### src/rtl/ptick_pkg.sv
package ptick_pkg;
  // register offsets (bytes)
  localparam int unsigned RELOAD_OFS = 'h228;
  localparam int unsigned COUNT_OFS  = 'h230;
  localparam int unsigned DEBUG_OFS  = 'h240;

  // strobes from control to datapath
  typedef struct packed {
    logic restart;     // clear prescaler and ms counter
    logic loadReload;  // capture write data as reload, with restart
    logic loadDebug;   // capture write data as reload, phase kept
  } tickStrobes_t;
endpackage

### src/rtl/ptick_datapath.sv
module ptick_datapath
  import ptick_pkg::*;
#(
  parameter int DATA_W     = 32,
  parameter int CLK_PER_MS = 125000
) (
  input  logic              clk,
  input  logic              rstN,
  input  tickStrobes_t      strobes,
  input  logic [DATA_W-1:0] wrData,
  output logic [DATA_W-1:0] reloadVal,
  output logic              expire
);
  localparam int PRE_W = (CLK_PER_MS > 1) ? $clog2(CLK_PER_MS) : 1;
  localparam logic [PRE_W-1:0] PRE_LAST = PRE_W'(CLK_PER_MS - 1);

  logic [PRE_W-1:0]  preCnt;
  logic [DATA_W-1:0] msCnt;
  logic [DATA_W-1:0] reloadQ;
  logic              msTick;
  logic              hit;

  assign msTick    = (preCnt == PRE_LAST);
  // >= lets a debug write below the elapsed count end the period promptly
  assign hit       = msTick && (msCnt >= reloadQ);
  assign expire    = hit && !strobes.restart;
  assign reloadVal = reloadQ;

  always_ff @(posedge clk) begin
    if (!rstN) begin
      preCnt <= '0;
      msCnt  <= '0;
    end else if (strobes.restart) begin
      preCnt <= '0;
      msCnt  <= '0;
    end else if (msTick) begin
      preCnt <= '0;
      msCnt  <= hit ? '0 : msCnt + 1'b1;
    end else begin
      preCnt <= preCnt + 1'b1;
    end
  end

  always_ff @(posedge clk) begin
    if (!rstN) begin
      reloadQ <= '0;
    end else if (strobes.loadReload || strobes.loadDebug) begin
      reloadQ <= wrData;
    end
  end
endmodule

### src/rtl/ptick_ctrl.sv
module ptick_ctrl
  import ptick_pkg::*;
#(
  parameter int ADDR_W = 12,
  parameter int DATA_W = 32
) (
  input  logic              clk,
  input  logic              rstN,
  input  logic              regWrEn,
  input  logic              regRdEn,
  input  logic [ADDR_W-1:0] regAddr,
  input  logic [DATA_W-1:0] reloadVal,
  input  logic              expire,
  output tickStrobes_t      strobes,
  output logic [DATA_W-1:0] regRdData,
  output logic              irqOut
);
  logic wrReload, wrDebug, rdCount, rdDebug;

  assign wrReload = regWrEn && (regAddr == ADDR_W'(RELOAD_OFS));
  assign wrDebug  = regWrEn && (regAddr == ADDR_W'(DEBUG_OFS));
  assign rdCount  = regRdEn && (regAddr == ADDR_W'(COUNT_OFS));
  assign rdDebug  = regRdEn && (regAddr == ADDR_W'(DEBUG_OFS));

  always_comb begin
    strobes            = '0;
    strobes.restart    = wrReload;
    strobes.loadReload = wrReload;
    strobes.loadDebug  = wrDebug;
  end

  // priority: reload write, then expiry, then acknowledge read
  always_ff @(posedge clk) begin
    if (!rstN) begin
      irqOut <= 1'b0;
    end else if (wrReload) begin
      irqOut <= 1'b0;
    end else if (expire) begin
      irqOut <= 1'b1;
    end else if (rdCount) begin
      irqOut <= 1'b0;
    end
  end

  always_ff @(posedge clk) begin
    if (!rstN) begin
      regRdData <= '0;
    end else if (rdDebug) begin
      regRdData <= reloadVal;
    end else begin
      regRdData <= '0;
    end
  end
endmodule

### src/rtl/ptick_timer.sv
module ptick_timer
  import ptick_pkg::*;
#(
  parameter int ADDR_W     = 12,
  parameter int DATA_W     = 32,
  parameter int CLK_PER_MS = 125000
) (
  input  logic              clk,
  input  logic              rstN,
  input  logic              regWrEn,
  input  logic              regRdEn,
  input  logic [ADDR_W-1:0] regAddr,
  input  logic [DATA_W-1:0] regWrData,
  output logic [DATA_W-1:0] regRdData,
  output logic              irqOut
);
  tickStrobes_t      strobes;
  logic [DATA_W-1:0] reloadVal;
  logic              expirePulse;

  ptick_ctrl #(.ADDR_W(ADDR_W), .DATA_W(DATA_W)) u_ctrl (
    .clk       (clk),
    .rstN      (rstN),
    .regWrEn   (regWrEn),
    .regRdEn   (regRdEn),
    .regAddr   (regAddr),
    .reloadVal (reloadVal),
    .expire    (expirePulse),
    .strobes   (strobes),
    .regRdData (regRdData),
    .irqOut    (irqOut)
  );

  ptick_datapath #(.DATA_W(DATA_W), .CLK_PER_MS(CLK_PER_MS)) u_dp (
    .clk       (clk),
    .rstN      (rstN),
    .strobes   (strobes),
    .wrData    (regWrData),
    .reloadVal (reloadVal),
    .expire    (expirePulse)
  );
endmodule

### config.mk
export PLATFORM = sky130hd
export DESIGN_NAME = ptick_timer
export DESIGN_NICKNAME = d
export VERILOG_FILES = /design/src/rtl/ptick_pkg.sv /design/src/rtl/ptick_datapath.sv /design/src/rtl/ptick_ctrl.sv /design/src/rtl/ptick_timer.sv
export SDC_FILE = /design/constraint.sdc
export NUM_CORES = 1
export LEC_CHECK = 0
export BUFFER_PORTS_ARGS = -buffer_cell sky130_fd_sc_hd__buf_2
export CAP_MARGIN = 20
export CORE_MARGIN = 1
export CORE_UTILIZATION = 57
export DETAILED_ROUTE_END_ITERATION = 12
export MAX_ROUTING_LAYER = met4
export PLACE_DENSITY_LB_ADDON = 0.08
export SETUP_SLACK_MARGIN = 0.4
export SYNTH_ARGS = -nofsm -noshare
export SYNTH_HDL_FRONTEND = slang
export SYNTH_SLANG_ARGS = --single-unit
export TNS_END_PERCENT = 30
### constraint.sdc
create_clock -name clk -period 2.8 [get_ports clk]
set_clock_uncertainty 0.1 [all_clocks]
set_input_delay 0.28 -clock clk [delete_from_list [all_inputs] [get_ports clk]]
set_output_delay 0.28 -clock clk [all_outputs]
set_load 0.05 [all_outputs]
==> flow_summary_export.csv, run 1 <==
group,metric,value,unit
run_status,status,"finished, final reports clean",
finish,syn_to_final_growth,30.8,%
grt,antenna_found_initial,0,
power,total_power,3.97,mW
timing,grt_setup_unrepaired,"false",
clocking,clkTransAtPathRegs,0.06,ns
timing,setup_viol,0,
worst_setup_path,crit_slowest_cell,"or4b_4",
clocking,cts_buffers,17,
worst_setup_path,crit_chain,"or4b_4, nor4_4, buf_6, nand3_4, buf_12, nor3_2, xnor2_1, nor3_2",
timing,maxSlewViolCount,0,
finish,final_cell_area,7070,um^2
worst_setup_path,arrival,2.61,ns
worst_setup_path,crit_required,3.10,ns
placed_design,place_area,5970,um^2
floorplanning,dieHeight,99.4,um
worst_setup_path,start_kind,"register",
finish,num_antenna_cells,0,
timing,clock.fmax,0.433,GHz
detailed_routing,drt_wl_total,11.8,mm
worst_setup_path,critPathKind,"reg -> reg",
clocking,cts.path.max_buffers,2,
power,ir_worst_vdd,0.394,mV
detailed_routing,vias_per_cell,5.34,
timing,worst_pin_slew,0.468,ns
timing,fin_crit,2.31,ns
timing,hold_violations,0,
logic_synthesis,async_flop_share,0,
placed_design,dp_slack,0.200,ns
logic_synthesis,synth_area_per_cell,9.56,um^2
logic_synthesis,synth_area_leader_cell,"dfxtp_1",
logic_synthesis,synth_edf_count,0,
hold_path,hold_class,"in -> reg",
placed_design,dp.cells,746,
clocking,cts_root_buffer,"clkbuf_8",
grt,track_usage,0.258,
grt,grt_pass1_wl,19.5,mm
clocking,worstSkewPairLatency,0.51,ns
logic_synthesis,yosysUniqueCellTypes,44,
finish,finalNonFillerCells,818,
detailed_routing,wire_per_inst,14.4,um
timing,fin_ws,0.491,ns
floorplanning,ios,81,
logic_synthesis,syn_inst,565,
clocking,cts_tree,"yes",
floorplanning,die_w,99.4,um
placed_design,dp_hpwl,7.41,mm
job,cap_violations,0,
worst_setup_path,crit_fanout,7,
timing,finalCritPeriodShare,0.825,
logic_synthesis,ys.flop_type,"dfxtp_1",
finish,final_nets,778,
grt,grt_pass1_vias,4295,
clocking,htreeDepth,4,
power,p_per_area,561,nW/um^2
worst_setup_path,end_kind,"register",
logic_synthesis,synth_nets,647,
logic_synthesis,seq_area_frac_synth,0.422,
logic_synthesis,synth.area.top_cells,"dfxtp_1, ha_1, mux2i_1",
grt,grt_max_degree,33,
logic_synthesis,syn_area,5400,um^2
detailed_routing,initialDrtViolationCount,114,
floorplanning,rows,35,
detailed_routing,remaining_drc_errors,0,
logic_synthesis,ys_warn_count,0,
power,power.leakage,3.01,nW
floorplanning,fp.dieArea,9870,um^2
floorplanning,initial_utilization,0.588,
detailed_routing,dr.pass1.iters,5,
worst_setup_path,crit_top_cell,"nor3_2",
detailed_routing,vias,4365,
clocking,clock_sinks,114,
detailed_routing,final_antenna_net_count,0,
timing,tns,0,ns
floorplanning,core_area,9200,um^2
timing,relSlewSlack,0.688,
finish,drive_gt1_frac,0.248,
worst_setup_path,cpPeakStageDelay,0.55,ns
placed_design,io_buffers,80,
logic_synthesis,ys_ff_latch,114,
logic_synthesis,synth_top_area_frac,0.422,
placed_design,gp_congestion,0.846,
grt,grt-ovfl-total,0,
Yosys cell counts, types with 4 or more instances:
cell type  count
nor4_1        10
a21o_1         4
nor2_1        29
nor3_1        21
or3_1          5
ha_1          34
dfxtp_1      114
xor2_1         6
nand4_1       15
and3_1         4
xnor2_1       35
nand3_1       14
nor2b_1       33
buf_2          7
mux2i_1       32
nand2_1       24
a21oi_1       16
and2_1        34
inv_1         44
clkbuf_1       9
nand2b_1       8
nor3_2        22
o21ai_0       10
nand4b_1       5
power breakdown:
part	total [mW]	switching, mW	internal [mW]	leakage, nW
clock network	2.21	0.731	1.48	0.293
registers	1.64	0.00788	1.63	0.920
logic	0.125	0.0485	0.0763	1.80
total	3.97	0.788	3.18	3.01
stage by stage:
stage | utilization | hold WS (ns)
finish | 0.769 | 0.0350
global route | 0.769 | 0.0284
CTS | 0.756 | 0.0208
detailed placement | 0.649 | 0.355
global placement | 0.649 | 0.352
floorplan | - | 0.308
state kept, by name, summed over array words and instances (netlist names):
name	count
u_ctrl.regRdData	32
u_dp.msCnt	32
u_dp.reloadVal	32
u_dp.preCnt	17
u_ctrl.irqOut	1
critical path: cells and delay by family (launching register included):
kind / cells / cell delay [ns]
XOR/XNOR: 1 / 0.16
AND/OR/NAND/NOR: 5 / 1.19
flip-flops: 1 / 0.35
buffers and inverters: 2 / 0.39
worst paths after layout:
check        slack, ns                 startpoint                               to  cells past startpoint
min               0.03                       rstN  u_dp.reloadVal[26]$_SDFFE_PN0P_                      2
min reg2reg       0.37  u_dp.preCnt[0]$_SDFF_PP0_        u_dp.preCnt[0]$_SDFF_PP0_                      1
max reg2reg       0.49  u_dp.preCnt[9]$_SDFF_PP0_      u_dp.msCnt[16]$_SDFFE_PP0P_                      8
max               0.49  u_dp.preCnt[9]$_SDFF_PP0_      u_dp.msCnt[16]$_SDFFE_PP0P_                      8
routing by layer:
metal / up-vias / share of wire / GRT usage
li1: 2199 / - / -
met1: 2037 / 0.46 / 0.304
met3: 15 / 0.037 / 0.0583
met5: - / 0 / -
met4: 0 / 0.013 / 0.101
met2: 114 / 0.49 / 0.428
repair_timing:
action,in CTS,in global routing
buffers inserted,5,4
endpoints found under the hold margin,32,0
gates cloned,0,1
endpoints found under the setup margin,24,32
pin swaps,1,0
hold buffers,32,0
gates resized for setup,2,15
kinds of logic (layout without fill, tap and decap cells):
logic type / Yosys count / in the layout / synth area share
muxes: 32 / 32 / 0.0593
AOI/OAI and AO/OA: 41 / 41 / 0.0454
and+or+nand+nor: 238 / 239 / 0.278
DFF: 114 / 114 / 0.422
buffers and inverters: 65 / 206 / 0.0495
adders and majority gates: 34 / 34 / 0.0787
xor gates and xnor gates: 41 / 41 / 0.0664
cells in the final DEF, fill, tap and decap left out, types with 9 or more instances in the layout:
cell and count:
nor3_2 22, a21oi_1 16, and2_1 34, nor4_2 11, ha_1 33, inv_1 44, nand2_1 24, nor2_1 29
dlygate4sd3_1 32, buf_2 80, xnor2_1 35, o21ai_0 9, nor2b_1 33, nand4_1 15, nand3_1 14, clkbuf_16 16
dfxtp_1 111, buf_4 13, mux2i_1 32, nor3_1 21
final cells by class:
| cell class | count | area, um^2 |
|---|---|---|
| multi-input cells | 387 | 2930 |
| flip-flops and latches | 114 | 2290 |
| fillers | 641 | 2130 |
| repair buffers | 132 | 941 |
| clock buffers | 20 | 445 |
| inverters | 44 | 165 |
| clock inverters | 10 | 159 |
| well taps | 111 | 139 |
No activity file was read; power rests on OpenSTA's default activity.
==> run 2, diff against run 1 <==
ABC_AREA = 1   (was default)
clock period = 2.2 ns   (was 2.8 ns; I/O delays follow)
==> run 2 against run 1 <==
Power grew 21%. Setup slack worse by 0.33 ns. Sequential power increased by 27%.
==> flow_summary_export.csv, run 2 <==
group,metric,value,unit
clocking,cts_tree,"yes",
timing,setup_viol,0,
floorplanning,ios,81,
finish,final_nets,961,
run_status,status,"finished, final reports clean",
finish,syn_to_final_growth,35.5,%
detailed_routing,vias_per_cell,5.15,
grt,grt_pass1_wl,22.9,mm
clocking,cts_root_buffer,"clkbuf_8",
logic_synthesis,synthTopCellsByCount,"nor2_1, nand2_1, dfxtp_1",
detailed_routing,final_antenna_net_count,0,
finish,final_cell_area,7400,um^2
worst_setup_path,end_kind,"register",
worst_setup_path,start_kind,"register",
job,cap_violations,0,
logic_synthesis,synth.area.top_cells,"dfxtp_1, nor2_1, nand2_1",
floorplanning,core_area,9240,um^2
floorplanning,fp.dieArea,9970,um^2
placed_design,place_area,6060,um^2
timing,finalCritPeriodShare,0.925,
finish,num_antenna_cells,0,
clocking,clkTransAtPathRegs,0.05,ns
logic_synthesis,seq_area_frac_synth,0.418,
grt,track_usage,0.300,
finish,fin_util,0.801,
grt,grt_pass1_vias,5129,
detailed_routing,remaining_drc_errors,0,
grt,grt_max_degree,34,
detailed_routing,wire_per_inst,14.2,um
floorplanning,rows,35,
power,p_per_area,648,nW/um^2
worst_setup_path,crit_required,2.51,ns
detailed_routing,dr.pass1.iters,5,
worst_setup_path,critPathKind,"reg -> reg",
finish,mostFrequentLayoutCell,"nor2_1",
placed_design,io_buffers,80,
logic_synthesis,synth_nets,826,
logic_synthesis,ys_ff_latch,114,
detailed_routing,vias,5252,
finish,drive_gt1_frac,0.273,
clocking,htreeDepth,4,
logic_synthesis,yosysUniqueCellTypes,36,
timing,worst_pin_slew,0.631,ns
floorplanning,die_w,99.9,um
grt,antenna_found_initial,0,
logic_synthesis,ys_warn_count,0,
worst_setup_path,crit_fanout,8,
timing,clock.fmax,0.491,GHz
logic_synthesis,synth_area_per_cell,7.34,um^2
clocking,cts.path.max_buffers,2,
logic_synthesis,ys.flop_type,"dfxtp_1",
logic_synthesis,synth_edf_count,0,
placed_design,dp_hpwl,9.03,mm
hold_path,hold_class,"in -> reg",
detailed_routing,drt_wl_total,14.5,mm
logic_synthesis,synth_area_leader_cell,"dfxtp_1",
clocking,worstSkewPairLatency,0.51,ns
floorplanning,initial_utilization,0.591,
finish,final_cell_mix,"nor2_1, nand2_1, dfxtp_1",
timing,fin_crit,2.03,ns
power,ir_worst_vdd,0.539,mV
timing,tns,0,ns
clocking,clock_sinks,114,
placed_design,gp_congestion,0.924,
logic_synthesis,async_flop_share,0,
power,power.leakage,3.27,nW
worst_setup_path,arrival,2.34,ns
timing,hold_slack,0.0144,ns
timing,grt_setup_unrepaired,"true",
finish,finalNonFillerCells,1020,
logic_synthesis,synth_most_common_cell,"nor2_1",
timing,relSlewSlack,0.576,
timing,maxSlewViolCount,0,
timing,hold_violations,0,
grt,grt-ovfl-total,0,
worst_setup_path,r2r_slack,0.17,ns
logic_synthesis,synth_top_area_frac,0.418,
logic_synthesis,syn_inst,744,
detailed_routing,initialDrtViolationCount,299,
clocking,cts_buffers,17,
placed_design,dp.cells,948,
floorplanning,dieHeight,99.9,um
logic_synthesis,syn_area,5460,um^2
-- run 2: cell count changes after synthesis, moves of 33 or more --
cell     before  now
inv_1        44   95
nor2b_1      33    0
nand2_1      24  130
nor2_1       29  173
and2_1       34    1
-- run 2: worst paths after layout --
path                                           startpoint                     endpoint  cells after the start
worst max register to register  u_dp.preCnt[1]$_SDFF_PP0_  u_dp.msCnt[25]$_SDFFE_PP0P_                     12
worst min-delay path                              regRdEn   u_ctrl.irqOut$_SDFFE_PP0P_                      4
worst min register to register  u_dp.preCnt[0]$_SDFF_PP0_    u_dp.preCnt[0]$_SDFF_PP0_                      1
worst max-delay path            u_dp.preCnt[1]$_SDFF_PP0_  u_dp.msCnt[25]$_SDFFE_PP0P_                     12
-- run 2: cells by family after synthesis --
kind of cell             synth area share
AO/OA/AOI/OAI                      0.0701
flip-flops                          0.418
AND/OR/NAND/NOR                     0.318
buffers and inverters              0.0818
XOR/XNOR                           0.0337
adder cells (fa/ha/maj)            0.0779
-- run 2: what timing repair did --
action,CTS,global route
endpoints found under the setup margin,49,49
endpoints found under the hold margin,32,0
hold buffers,32,0
pin swaps,2,18
resized for setup,42,58
buffers inserted,2,3
cloned,1,3
-- run 2: critical path, cell delays in order, from the launching register on --
cell and delay [ns]:
dfxtp_1 0.38, ha_4 0.17, nand2_2 0.11, nor2_2 0.12
nand2_2 0.10, nor2_8 0.23, nand2_4 0.11, nor2_2 0.15
nand2_1 0.09, nor2_1 0.12, nand3_1 0.09, nand2_1 0.10
nor2_2 0.05
-- run 2: where the power goes --
| part | internal [mW] | total, mW | switching, mW |
|---|---|---|---|
| combinational | 0.100 | 0.173 | 0.0731 |
| sequential | 2.07 | 2.08 | 0.00539 |
| clock | 1.62 | 2.55 | 0.930 |
| total | 3.79 | 4.80 | 1.01 |
-- run 2: cell type report --
| class | instances | area [um^2] |
|---|---|---|
| Timing Repair Buffer | 132 | 942 |
| Clock buffer | 20 | 435 |
| Tap cell | 129 | 161 |
| Sequential cell | 114 | 2310 |
| Fill cell | 604 | 1840 |
| Multi-Input combinational cell | 514 | 3060 |
| Inverter | 100 | 375 |
| Clock inverter | 11 | 114 |
-- run 2: layer usage --
layer,vias up,track usage,part of all wire
met5,-,-,0
met2,174,0.515,0.52
met3,39,0.0675,0.052
met1,2417,0.345,0.41
met4,0,0.104,0.020
li1,2622,-,-
-- run 2: through the flow --
| step | worst slack [ns] | total power [mW] |
|---|---|---|
| after global placement | 0.241 | 2.21 |
| after floorplan | 0.443 | 2.15 |
| after CTS | 0.254 | 4.78 |
| after global routing | 0.0922 | 4.93 |
| after detailed placement | 0.185 | 2.21 |
| final | 0.165 | 4.80 |
==> run 3, diff against run 2 <==
CAP_MARGIN = default   (was 20)
CTS_CLUSTER_DIAMETER = 200   (was default)
MAX_ROUTING_LAYER = default   (was met4)
==> run 3 against run 2 <==
Die area unchanged. Non-clock buffer count increased by 1. Core utilization is 2.1 points higher. Fmax increased by 3.4%. Routed wire length increased by 3.5%. Sequential cell count is the same. First-iteration DRC count up 25%. Worst hold slack gained 0.0023 ns. Clock power is 9.0% higher. Highest routed layer unchanged.
==> flow_summary_export.csv, run 3 (same netlist as run 2, synthesis figures left out) <==
group,metric,value,unit
hold_path,min_path_cells,4,
finish,multi_input_area,3170,um^2
clocking,htreeDepth,4,
finish,fin_util,0.822,
timing,grt_setup_unrepaired,"true",
timing,worst_pin_slew,0.596,ns
finish,final_nets,963,
detailed_routing,dr.pass1.iters,5,
clocking,cts_tree,"yes",
floorplanning,core_area,9240,um^2
timing,hold_slack,0.0167,ns
hold_path,worstHoldStart,"regRdEn",
finish,syn_to_final_growth,39.1,%
power,ir_worst_vdd,0.622,mV
floorplanning,ios,81,
power,power.leakage,3.33,nW
hold_path,hold_class,"in -> reg",
finish,finalNonFillerCells,1023,
placed_design,place_area,6060,um^2
clocking,cts.path.max_buffers,2,
detailed_routing,remaining_drc_errors,0,
detailed_routing,drt_wl_total,15.0,mm
timing,fin_crit,1.97,ns
floorplanning,dieHeight,99.9,um
clocking,cts_root_buffer,"clkbuf_8",
timing,finalCritPeriodShare,0.894,
clocking,cts_buffers,17,
finish,regArea,2310,um^2
placed_design,dp.cells,948,
floorplanning,fp.dieArea,9970,um^2
floorplanning,die_w,99.9,um
timing,maxSlewViolCount,0,
worst_setup_path,arrival,2.32,ns
detailed_routing,initialDrtViolationCount,373,
run_status,status,"finished, final reports clean",
timing,setup_viol,0,
timing,hold_violations,0,
grt,grt-ovfl-total,0,
power,total_power,5.04,mW
timing,fin_ws,0.233,ns
grt,grt_pass1_vias,5073,
worst_setup_path,crit_required,2.55,ns
detailed_routing,vias_per_cell,5.22,
worst_setup_path,critPathKind,"reg -> reg",
detailed_routing,vias,5341,
grt,antenna_found_initial,0,
worst_setup_path,r2r_slack,0.23,ns
clocking,clock_sinks,114,
worst_setup_path,reg2reg_depth,16,
timing,clock.fmax,0.508,GHz
placed_design,dp_hpwl,9.08,mm
worst_setup_path,r2r_start,"u_dp.reloadVal[7]$_SDFFE_PN0P_",
finish,num_antenna_cells,0,
finish,fill_cells,547,
floorplanning,rows,35,
power,p_per_area,663,nW/um^2
clocking,worstSkewPairLatency,0.52,ns
finish,drive_gt1_frac,0.285,
grt,track_usage,0.289,
clocking,clkTransAtPathRegs,0.06,ns
grt,grt_pass1_wl,22.7,mm
worst_setup_path,end_kind,"register",
detailed_routing,final_antenna_net_count,0,
placed_design,dp_slack,0.181,ns
finish,final_cell_mix,"nor2_1, nand2_1, dfxtp_1",
grt,grt_max_degree,34,
finish,mostFrequentLayoutCell,"nor2_1",
placed_design,gp_congestion,0.857,
finish,final_cell_area,7590,um^2
job,cap_violations,0,
placed_design,io_buffers,80,
timing,relSlewSlack,0.600,
worst_setup_path,crit_fanout,6,
worst_setup_path,r2r_end,"u_dp.msCnt[15]$_SDFFE_PP0P_",
timing,tns,0,ns
detailed_routing,wire_per_inst,14.7,um
floorplanning,initial_utilization,0.591,
worst_setup_path,start_kind,"register",
worst_setup_path,crit_path_start,"u_dp.reloadVal[7]$_SDFFE_PN0P_",
hold_path,hold_path_end,"u_ctrl.irqOut$_SDFFE_PP0P_",
-- run 3: where the power goes --
group | internal, mW | total, mW | switching (mW) | leakage, nW
Clock | 1.83 | 2.78 | 0.949 | 0.297
Combinational | 0.103 | 0.179 | 0.0751 | 2.11
Sequential | 2.07 | 2.07 | 0.00571 | 0.926
-- run 3: area by class of cell --
type	count	share of cell area
clock buffers	22	0.0623
clock inverters	10	0.0171
inverters	100	0.0498
multi-input cells	515	0.417
flip-flops and latches	114	0.304
well taps	129	0.0213
repair buffers	133	0.129
-- run 3: worst max-delay path by stage --
stage	to	slack (ns)
finish	u_dp.msCnt[15]$_SDFFE_PP0P_	0.23
detailed placement	u_dp.msCnt[25]$_SDFFE_PP0P_	0.18
global route	u_dp.msCnt[8]$_SDFFE_PP0P_	0.15
global placement	u_dp.msCnt[25]$_SDFFE_PP0P_	0.23
floorplan	u_dp.msCnt[11]$_SDFFE_PP0P_	0.44
CTS	u_dp.preCnt[16]$_SDFF_PP0_	0.25
-- run 3: critical path, cell delays in order, from the launching register on --
cell and delay, ns:
dfxtp_2 0.34, inv_2 0.05, ha_4 0.24, nand2_2 0.07
inv_2 0.05, nand2_2 0.07, nor2_2 0.04, nor2_2 0.11
nand2_2 0.08, nand2_2 0.07, nand2_2 0.06, nand2_1 0.06
nand2_1 0.05, nand2_2 0.12, nand2_8 0.11, clkbuf_16 0.18
nor2_1 0.10
-- run 3: layer usage --
layer / track usage / part of all wire / wire [um] / up-vias
met5: 0 / 0 / 0 / -
met3: 0.0682 / 0.059 / 885 / 31
met4: 0.0826 / 0.018 / 268 / 0
met2: 0.519 / 0.52 / 7760 / 185
met1: 0.343 / 0.41 / 6090 / 2504
li1: - / - / - / 2621
-- run 3: timing repair --
action                     in CTS  in global routing
buffers inserted                3                  3
hold endpoints to repair       32                  0
pin swaps                      10                 19
setup endpoints to repair      49                 50
hold buffers                   32                  0
gates resized for setup        36                 78
gates cloned                    3                  2
